$ cat src/rtl/ocp_seq_pkg.sv
package ocp_seq_pkg;
  typedef enum logic [1:0] {
    ST_IDLE  = 2'd0,
    ST_SKIP  = 2'd1,
    ST_WATCH = 2'd2,
    ST_LATCH = 2'd3
  } ocp_state_e;
endpackage

$ cat src/rtl/ocp_sat_cnt.sv
module ocp_sat_cnt #(
  parameter int unsigned W = 5
) (
  input  logic         clk_i,
  input  logic         rst_ni,
  input  logic         clr_i,
  input  logic         inc_i,
  output logic [W-1:0] cnt_o
);
  logic [W-1:0] cnt_q;

  always_ff @(posedge clk_i or negedge rst_ni) begin
    if (!rst_ni)                    cnt_q <= '0;
    else if (clr_i)                 cnt_q <= '0;
    else if (inc_i && cnt_q != '1)  cnt_q <= cnt_q + 1'b1;
  end

  assign cnt_o = cnt_q;
endmodule

$ cat src/rtl/ocp_seq_fsm.sv
module ocp_seq_fsm
  import ocp_seq_pkg::*;
#(
  parameter int unsigned CNT_W     = 5,
  parameter int unsigned SKIP_LEN  = 8,
  parameter int unsigned WATCH_LEN = 8
) (
  input  logic             clk_i,
  input  logic             rst_ni,
  input  logic             en_i,
  input  logic             lim_det_i,
  input  logic             fault_clr_i,
  input  logic [CNT_W-1:0] cnt_i,
  output ocp_state_e       state_o,
  output logic             cnt_clr_o,
  output logic             cnt_inc_o
);
  localparam int unsigned LAST_SKIP  = SKIP_LEN - 1;
  localparam int unsigned LAST_WATCH = SKIP_LEN + WATCH_LEN - 1;
  localparam logic [CNT_W-1:0] SKIP_END  = CNT_W'(LAST_SKIP);
  localparam logic [CNT_W-1:0] WATCH_END = CNT_W'(LAST_WATCH);

  ocp_state_e state_q, state_d;

  always_comb begin
    state_d   = state_q;
    cnt_clr_o = 1'b0;
    cnt_inc_o = 1'b0;
    if (fault_clr_i || !en_i) begin
      state_d   = ST_IDLE;
      cnt_clr_o = 1'b1;
    end else begin
      unique case (state_q)
        ST_IDLE: begin
          if (lim_det_i) begin
            state_d   = ST_SKIP;  // this cycle is cycle 0
            cnt_inc_o = 1'b1;
          end else begin
            cnt_clr_o = 1'b1;
          end
        end
        ST_SKIP: begin
          cnt_inc_o = 1'b1;       // trips here only skip pulses
          if (cnt_i == SKIP_END) state_d = ST_WATCH;
        end
        ST_WATCH: begin
          if (lim_det_i) begin
            state_d = ST_LATCH;
          end else if (cnt_i == WATCH_END) begin
            state_d   = ST_IDLE;
            cnt_clr_o = 1'b1;
          end else begin
            cnt_inc_o = 1'b1;
          end
        end
        ST_LATCH: state_d = ST_LATCH;
        default:  state_d = ST_IDLE;
      endcase
    end
  end

  always_ff @(posedge clk_i or negedge rst_ni) begin
    if (!rst_ni) state_q <= ST_IDLE;
    else         state_q <= state_d;
  end

  assign state_o = state_q;
endmodule

$ cat src/rtl/ocp_drive_gate.sv
module ocp_drive_gate (
  input  logic en_i,
  input  logic lim_det_i,
  input  logic latched_i,
  output logic hs_inhibit_o,
  output logic pgood_drop_o
);
  assign hs_inhibit_o = latched_i | (en_i & lim_det_i);
  assign pgood_drop_o = latched_i;
endmodule

$ cat src/rtl/ocp_skip_latch.sv
module ocp_skip_latch
  import ocp_seq_pkg::*;
#(
  parameter int unsigned CNT_W     = 5,
  parameter int unsigned SKIP_LEN  = 8,
  parameter int unsigned WATCH_LEN = 8
) (
  input  logic clk_i,
  input  logic rst_ni,
  input  logic en_i,
  input  logic lim_det_i,
  input  logic fault_clr_i,
  output logic hs_inhibit_o,
  output logic fault_latched_o,
  output logic pgood_drop_o
);
  logic [CNT_W-1:0] cnt_q;
  logic             cnt_clr, cnt_inc;
  ocp_state_e       state_q;
  logic             latched;

  ocp_sat_cnt #(.W(CNT_W)) u_cnt (
    .clk_i  (clk_i),
    .rst_ni (rst_ni),
    .clr_i  (cnt_clr),
    .inc_i  (cnt_inc),
    .cnt_o  (cnt_q)
  );

  ocp_seq_fsm #(
    .CNT_W     (CNT_W),
    .SKIP_LEN  (SKIP_LEN),
    .WATCH_LEN (WATCH_LEN)
  ) u_fsm (
    .clk_i       (clk_i),
    .rst_ni      (rst_ni),
    .en_i        (en_i),
    .lim_det_i   (lim_det_i),
    .fault_clr_i (fault_clr_i),
    .cnt_i       (cnt_q),
    .state_o     (state_q),
    .cnt_clr_o   (cnt_clr),
    .cnt_inc_o   (cnt_inc)
  );

  assign latched = (state_q == ST_LATCH);

  ocp_drive_gate u_gate (
    .en_i         (en_i),
    .lim_det_i    (lim_det_i),
    .latched_i    (latched),
    .hs_inhibit_o (hs_inhibit_o),
    .pgood_drop_o (pgood_drop_o)
  );

  assign fault_latched_o = latched;
endmodule

$ cat config.mk
export PLATFORM = sky130hd
export DESIGN_NAME = ocp_skip_latch
export DESIGN_NICKNAME = d
export VERILOG_FILES = /design/src/rtl/ocp_seq_pkg.sv /design/src/rtl/ocp_sat_cnt.sv /design/src/rtl/ocp_seq_fsm.sv /design/src/rtl/ocp_drive_gate.sv /design/src/rtl/ocp_skip_latch.sv
export SDC_FILE = /design/constraint.sdc
export NUM_CORES = 1
export LEC_CHECK = 0
export CORE_AREA = 3 3 40 42
export CTS_CLUSTER_DIAMETER = 150
export DETAILED_ROUTE_END_ITERATION = 10
export DIE_AREA = 0 0 43 45
export HOLD_SLACK_MARGIN = 0.03
export PLACE_DENSITY_LB_ADDON = 0.15
export RECOVER_POWER = 25
export SLEW_MARGIN = 20
export SYNTH_ARGS = -nofsm -noshare
export SYNTH_HDL_FRONTEND = slang
export SYNTH_HIERARCHICAL = 1
export SYNTH_SLANG_ARGS = --single-unit
export TNS_END_PERCENT = 30
$ cat constraint.sdc
create_clock -name clk_i -period 4.55 [get_ports clk_i]
set_input_delay 1.1375 -clock clk_i [delete_from_list [all_inputs] [get_ports clk_i]]
set_output_delay 1.1375 -clock clk_i [all_outputs]
set_load 0.005 [all_outputs]
## After elaboration in Yosys (flattened, before gate mapping)

Cells that the tools add are included.

- Add/subtract/negate cells: 1
- Equal/unequal tests: 9
- Multiplexer cells: 18
- Bitwise operators: 2
- Reductions and logical operators: 6

Operator list:

| cell | number |
|---|---|
| 2-bit 2-to-1 mux | 5 |
| 5-bit 2-to-1 mux | 2 |
| 1-bit 2-to-1 mux | 8 |
| 2-bit one-hot mux with 4 select lines | 1 |
| 5-bit by 1-bit adder with 5-bit output, second input constant | 1 |
| 5-bit by 3-bit equality test with 1-bit output, second input constant | 1 |
| 5-bit by 4-bit equality test with 1-bit output, second input constant | 1 |
| 5-bit != test, second input constant | 1 |
| 2-bit equality test, second input constant | 2 |
| 4-bit by 2-bit != test with 1-bit output, second input constant | 1 |
| 3-bit by 1-bit != test with 1-bit output, second input constant | 1 |
| 3-bit by 2-bit != test with 1-bit output, second input constant | 1 |
| 1-bit one-hot mux with 3 select lines | 1 |
| 3-bit AND reduction | 1 |
| 2-bit by 1-bit equality test with 1-bit output, second input constant | 1 |
| 2-bit logical NOT | 1 |
| 1-bit one-hot mux with 2 select lines | 1 |
| 2-bit nonzero test | 1 |
| 1-bit AND | 1 |
| 1-bit logical AND | 1 |
| 1-bit logical NOT | 1 |
| 1-bit logical OR | 1 |
| 1-bit OR | 1 |

- Register bits after elaboration: 7
- Output and inout bits: 3

## Depth between registers and ports, before layout

- Depth after elaboration: 8
- Gate-level depth with buffers: 7

## Cells and area by module

Netlist, hierarchy kept.

Modules (own cells, without submodules):

| module | instances | cells each | area each (µm²) |
|---|---|---|---|
| ocp_sat_cnt | 1 | 23 | 249.0 |
| ocp_seq_fsm | 1 | 16 | 138.9 |
| ocp_drive_gate | 1 | 2 | 15.0 |
| ocp_skip_latch | 1 | 1 | 6.3 |

## Least setup slack after synthesis

Ideal clock, no wire load.

- Kind: input to output
- From: input en_i
- To: output hs_inhibit_o
- Data arrival time: 1.301 ns
- Setup slack: 2.111 ns
- Cell stages on the path: 1
- Cells stage by stage: a21o_1

- Longest elaborated chain between the ends: 2

Ends and longest elaborated chain:

| what | line | RTL |
|---|---|---|
| from (decl) | ocp_skip_latch.sv:10 | `input logic en_i,` |
| 1-bit AND | ocp_drive_gate.sv:8 | `assign hs_inhibit_o = latched_i \| (en_i & lim_det_i);` |
| 1-bit OR | ocp_drive_gate.sv:8 |  |
| to (decl) | ocp_skip_latch.sv:13 | `output logic hs_inhibit_o,` |

No other way between the ends.

## Final worst setup path

- From: input lim_det_i
- To: output hs_inhibit_o

- Longest elaborated chain between the ends: 2

Ends and longest elaborated chain:

| what | line | RTL |
|---|---|---|
| from (decl) | ocp_skip_latch.sv:11 | `input logic lim_det_i,` |
| 1-bit AND | ocp_drive_gate.sv:8 |  |
| 1-bit OR | ocp_drive_gate.sv:8 |  |

No other way between the ends.

==> results.yml <==
global_route:
  grt_pass1_wl_microns: 1260
  grt_use_total: 0.0901
  grt_overflow: 0
  grt_pass1_vias: 308
  grt_max_degree: 8
  antenna_found_initial: 0
sta:
  setup_viol: 0
  period_needed_ns: 3.40
  max_freq_ghz: 0.294
  finalSetupTns_ns: 0
  holdWs_ns: 0.558
  worst_pin_slew_ns: 0.304
  rsz0062_at_grt: "no"
  slew_headroom: 0.796
  post-route-period-util: 0.748
  fin_skew_ns: 0.00238
  drv_slew: 0
  hold_viol_final: 0
floorplanning:
  row_count: 13
  start_util: 0.318
  fp.coreArea_sq_um: 1280
  die_w_microns: 43
  die_h_microns: 45
  ios: 8
  dieArea_sq_um: 1940
routing:
  first_pass_iters: 4
  vias: 320
  wl_microns: 723
  drc_errors: 0
  drtIter0Drc: 9
  antenna_left: 0
  avgRoutedWirePerCell_microns: 11.0
  via_per_inst: 4.85
status:
  status: "finished clean"
placement:
  dpl.cell_count: 62
  port_buffers: 7
  gp_congestion: 0.753
  dp_hpwl_microns: 592
synth:
  synth_cells: 42
  synth.avg_cell_area_sq_um: 9.74
  ys_types: 21
  seq_area_frac_synth: 0.428
  syn_area_sq_um: 409
  synth_fp_nets: 49
  synth-seq-cells: 7
  yosys_warnings: 6
cts:
  ctsLongestPathBuffers: 2
  postCtsHoldBufs: 0
  clock_latency_ns: 0.24
  post_cts_buffers: 0
  numCtsBuffers: 3
  cts_tree: "built"
  cts.sinks: 7
  htreeDepth: 1
  cts_resized: 0
  cts_root_buffer: "clkbuf_4"
  clkSlewWorstSetupHoldPaths_ns: 0.05
setup_path:
  end_kind: "output port"
  startpoint_type: "primary input"
  worstPathMaxFanout: 3
  cp_data_required_time_ns: 3.41
  arrival_ns: 2.26
  criticalPathCategory: "primary input to output port"
power:
  power_density_nw_per_um2: 250
  irDropWorstVdd_mv: 0.111
  power.total_mw: 0.128
  power_leakage_nw: 0.247
hold_path:
  hp-class: "register to register"
final_layout:
  final_nets: 59
  drive_gt1_frac: 0.0588
  filler_cell_count: 139
  stdcell_count: 66
  diodes: 0
  area_delta_synth_final_pct: 25.1
run:
  cap_violations: 0
==> cell families (layout without fill, tap and decap cells) <==
| group | Yosys count | in the layout | share of synthesized area |
|---|---|---|---|
| multiplexers | 2 | 2 | 0.0489 |
| adder cells (fa/ha/maj) | 2 | 2 | 0.0612 |
| XOR/XNOR | 3 | 3 | 0.0642 |
| AND/OR/NAND/NOR | 20 | 20 | 0.281 |
| flip-flops | 7 | 7 | 0.428 |
| AO/OA/AOI/OAI | 5 | 5 | 0.0765 |
| buffers and inverters | 3 | 12 | 0.0397 |
==> synthesized netlist by cell type <==
cell type	n	area share
inv_1	1	0.0092
dfrtp_1	7	0.43
nand3b_1	1	0.018
and4b_1	2	0.049
clkbuf_2	1	0.012
mux2i_1	2	0.049
a21o_1	1	0.018
buf_4	1	0.018
nor2_1	6	0.055
a21oi_1	2	0.024
nand3_1	1	0.012
a311oi_1	1	0.021
xor2_1	3	0.064
and3_1	2	0.031
o21ai_0	1	0.012
or3_1	2	0.031
and2_1	1	0.015
nor4_1	1	0.015
nor3_1	2	0.024
nand2b_1	2	0.031
ha_1	2	0.061
==> worst paths after layout <==
path	startpoint	slack (ns)	endpoint	depth (start not counted)
max reg2reg	u_fsm/state_o[0]	2.66	u_cnt/cnt_o[3]	6
max in group asynchronous	rst_ni	3.11	u_cnt/cnt_o[3]	1
max	lim_det_i	1.15	hs_inhibit_o	3
min reg2reg	u_cnt/cnt_o[4]	0.56	u_cnt/cnt_o[4]	2
min	u_cnt/cnt_o[4]	0.56	u_cnt/cnt_o[4]	2
min in group asynchronous	rst_ni	1.21	u_cnt/cnt_o[1]	1
==> routing by layer <==
| metal | part of all wire | track usage | vias to the layer above |
|---|---|---|---|
| met4 | 0 | 0.0904 | 0 |
| met5 | 0 | 0 | - |
| met1 | 0.46 | 0.107 | 144 |
| met3 | 0.062 | 0.0199 | 0 |
| li1 | - | - | 168 |
| met2 | 0.48 | 0.132 | 8 |
==> cell usage in the layout (no fill, tap or decap), drive strengths merged, types with 2 or more instances in the layout <==
| cell type | count |
|---|---|
| a21oi | 2 |
| and3 | 2 |
| and4b | 2 |
| clkbuf | 4 |
| clkdlybuf4s50 | 6 |
| dfrtp | 7 |
| ha | 2 |
| mux2i | 2 |
| nand2b | 2 |
| nor2 | 6 |
| nor3 | 2 |
| or3 | 2 |
| xor2 | 3 |
==> critical path, stage by stage <==
cell	delay, ns
clkdlybuf4s50_1	0.51
a21o_1	0.13
clkdlybuf4s50_1	0.49
==> flip-flops by register name (all words and copies together), names as in the netlist <==
signal / cells
u_fsm/state_o: 2
u_cnt/cnt_o: 5
==> metrics by stage <==
| stage | setup slack [ns] | instance area [sq um] | util |
|---|---|---|---|
| floorplan | 2.11 | 409 | - |
| global placement | 1.18 | 485 | 0.378 |
| detailed placement | 1.15 | 485 | 0.378 |
| CTS | 1.15 | 512 | 0.398 |
| global route | 1.11 | 512 | 0.398 |
| finish | 1.15 | 512 | 0.398 |
==> power breakdown <==
part	leakage [nW]	total, mW	internal [mW]	switching (mW)
combinational	0.135	0.0112	0.00593	0.00527
clock	0.0150	0.0530	0.0333	0.0198
sequential	0.0972	0.0636	0.0630	0.000642
total	0.247	0.128	0.102	0.0257
==> layout make-up <==
cell class	count	area, sq um	area share
Clock buffer	4	26.3	0.0513
Inverter	1	3.75	0.00733
Multi-Input combinational cell	32	218	0.425
Sequential cell	7	175	0.342
Tap cell	15	18.8	0.0367
Timing Repair Buffer	7	70.1	0.137
(Power assumes the default switching activity.)
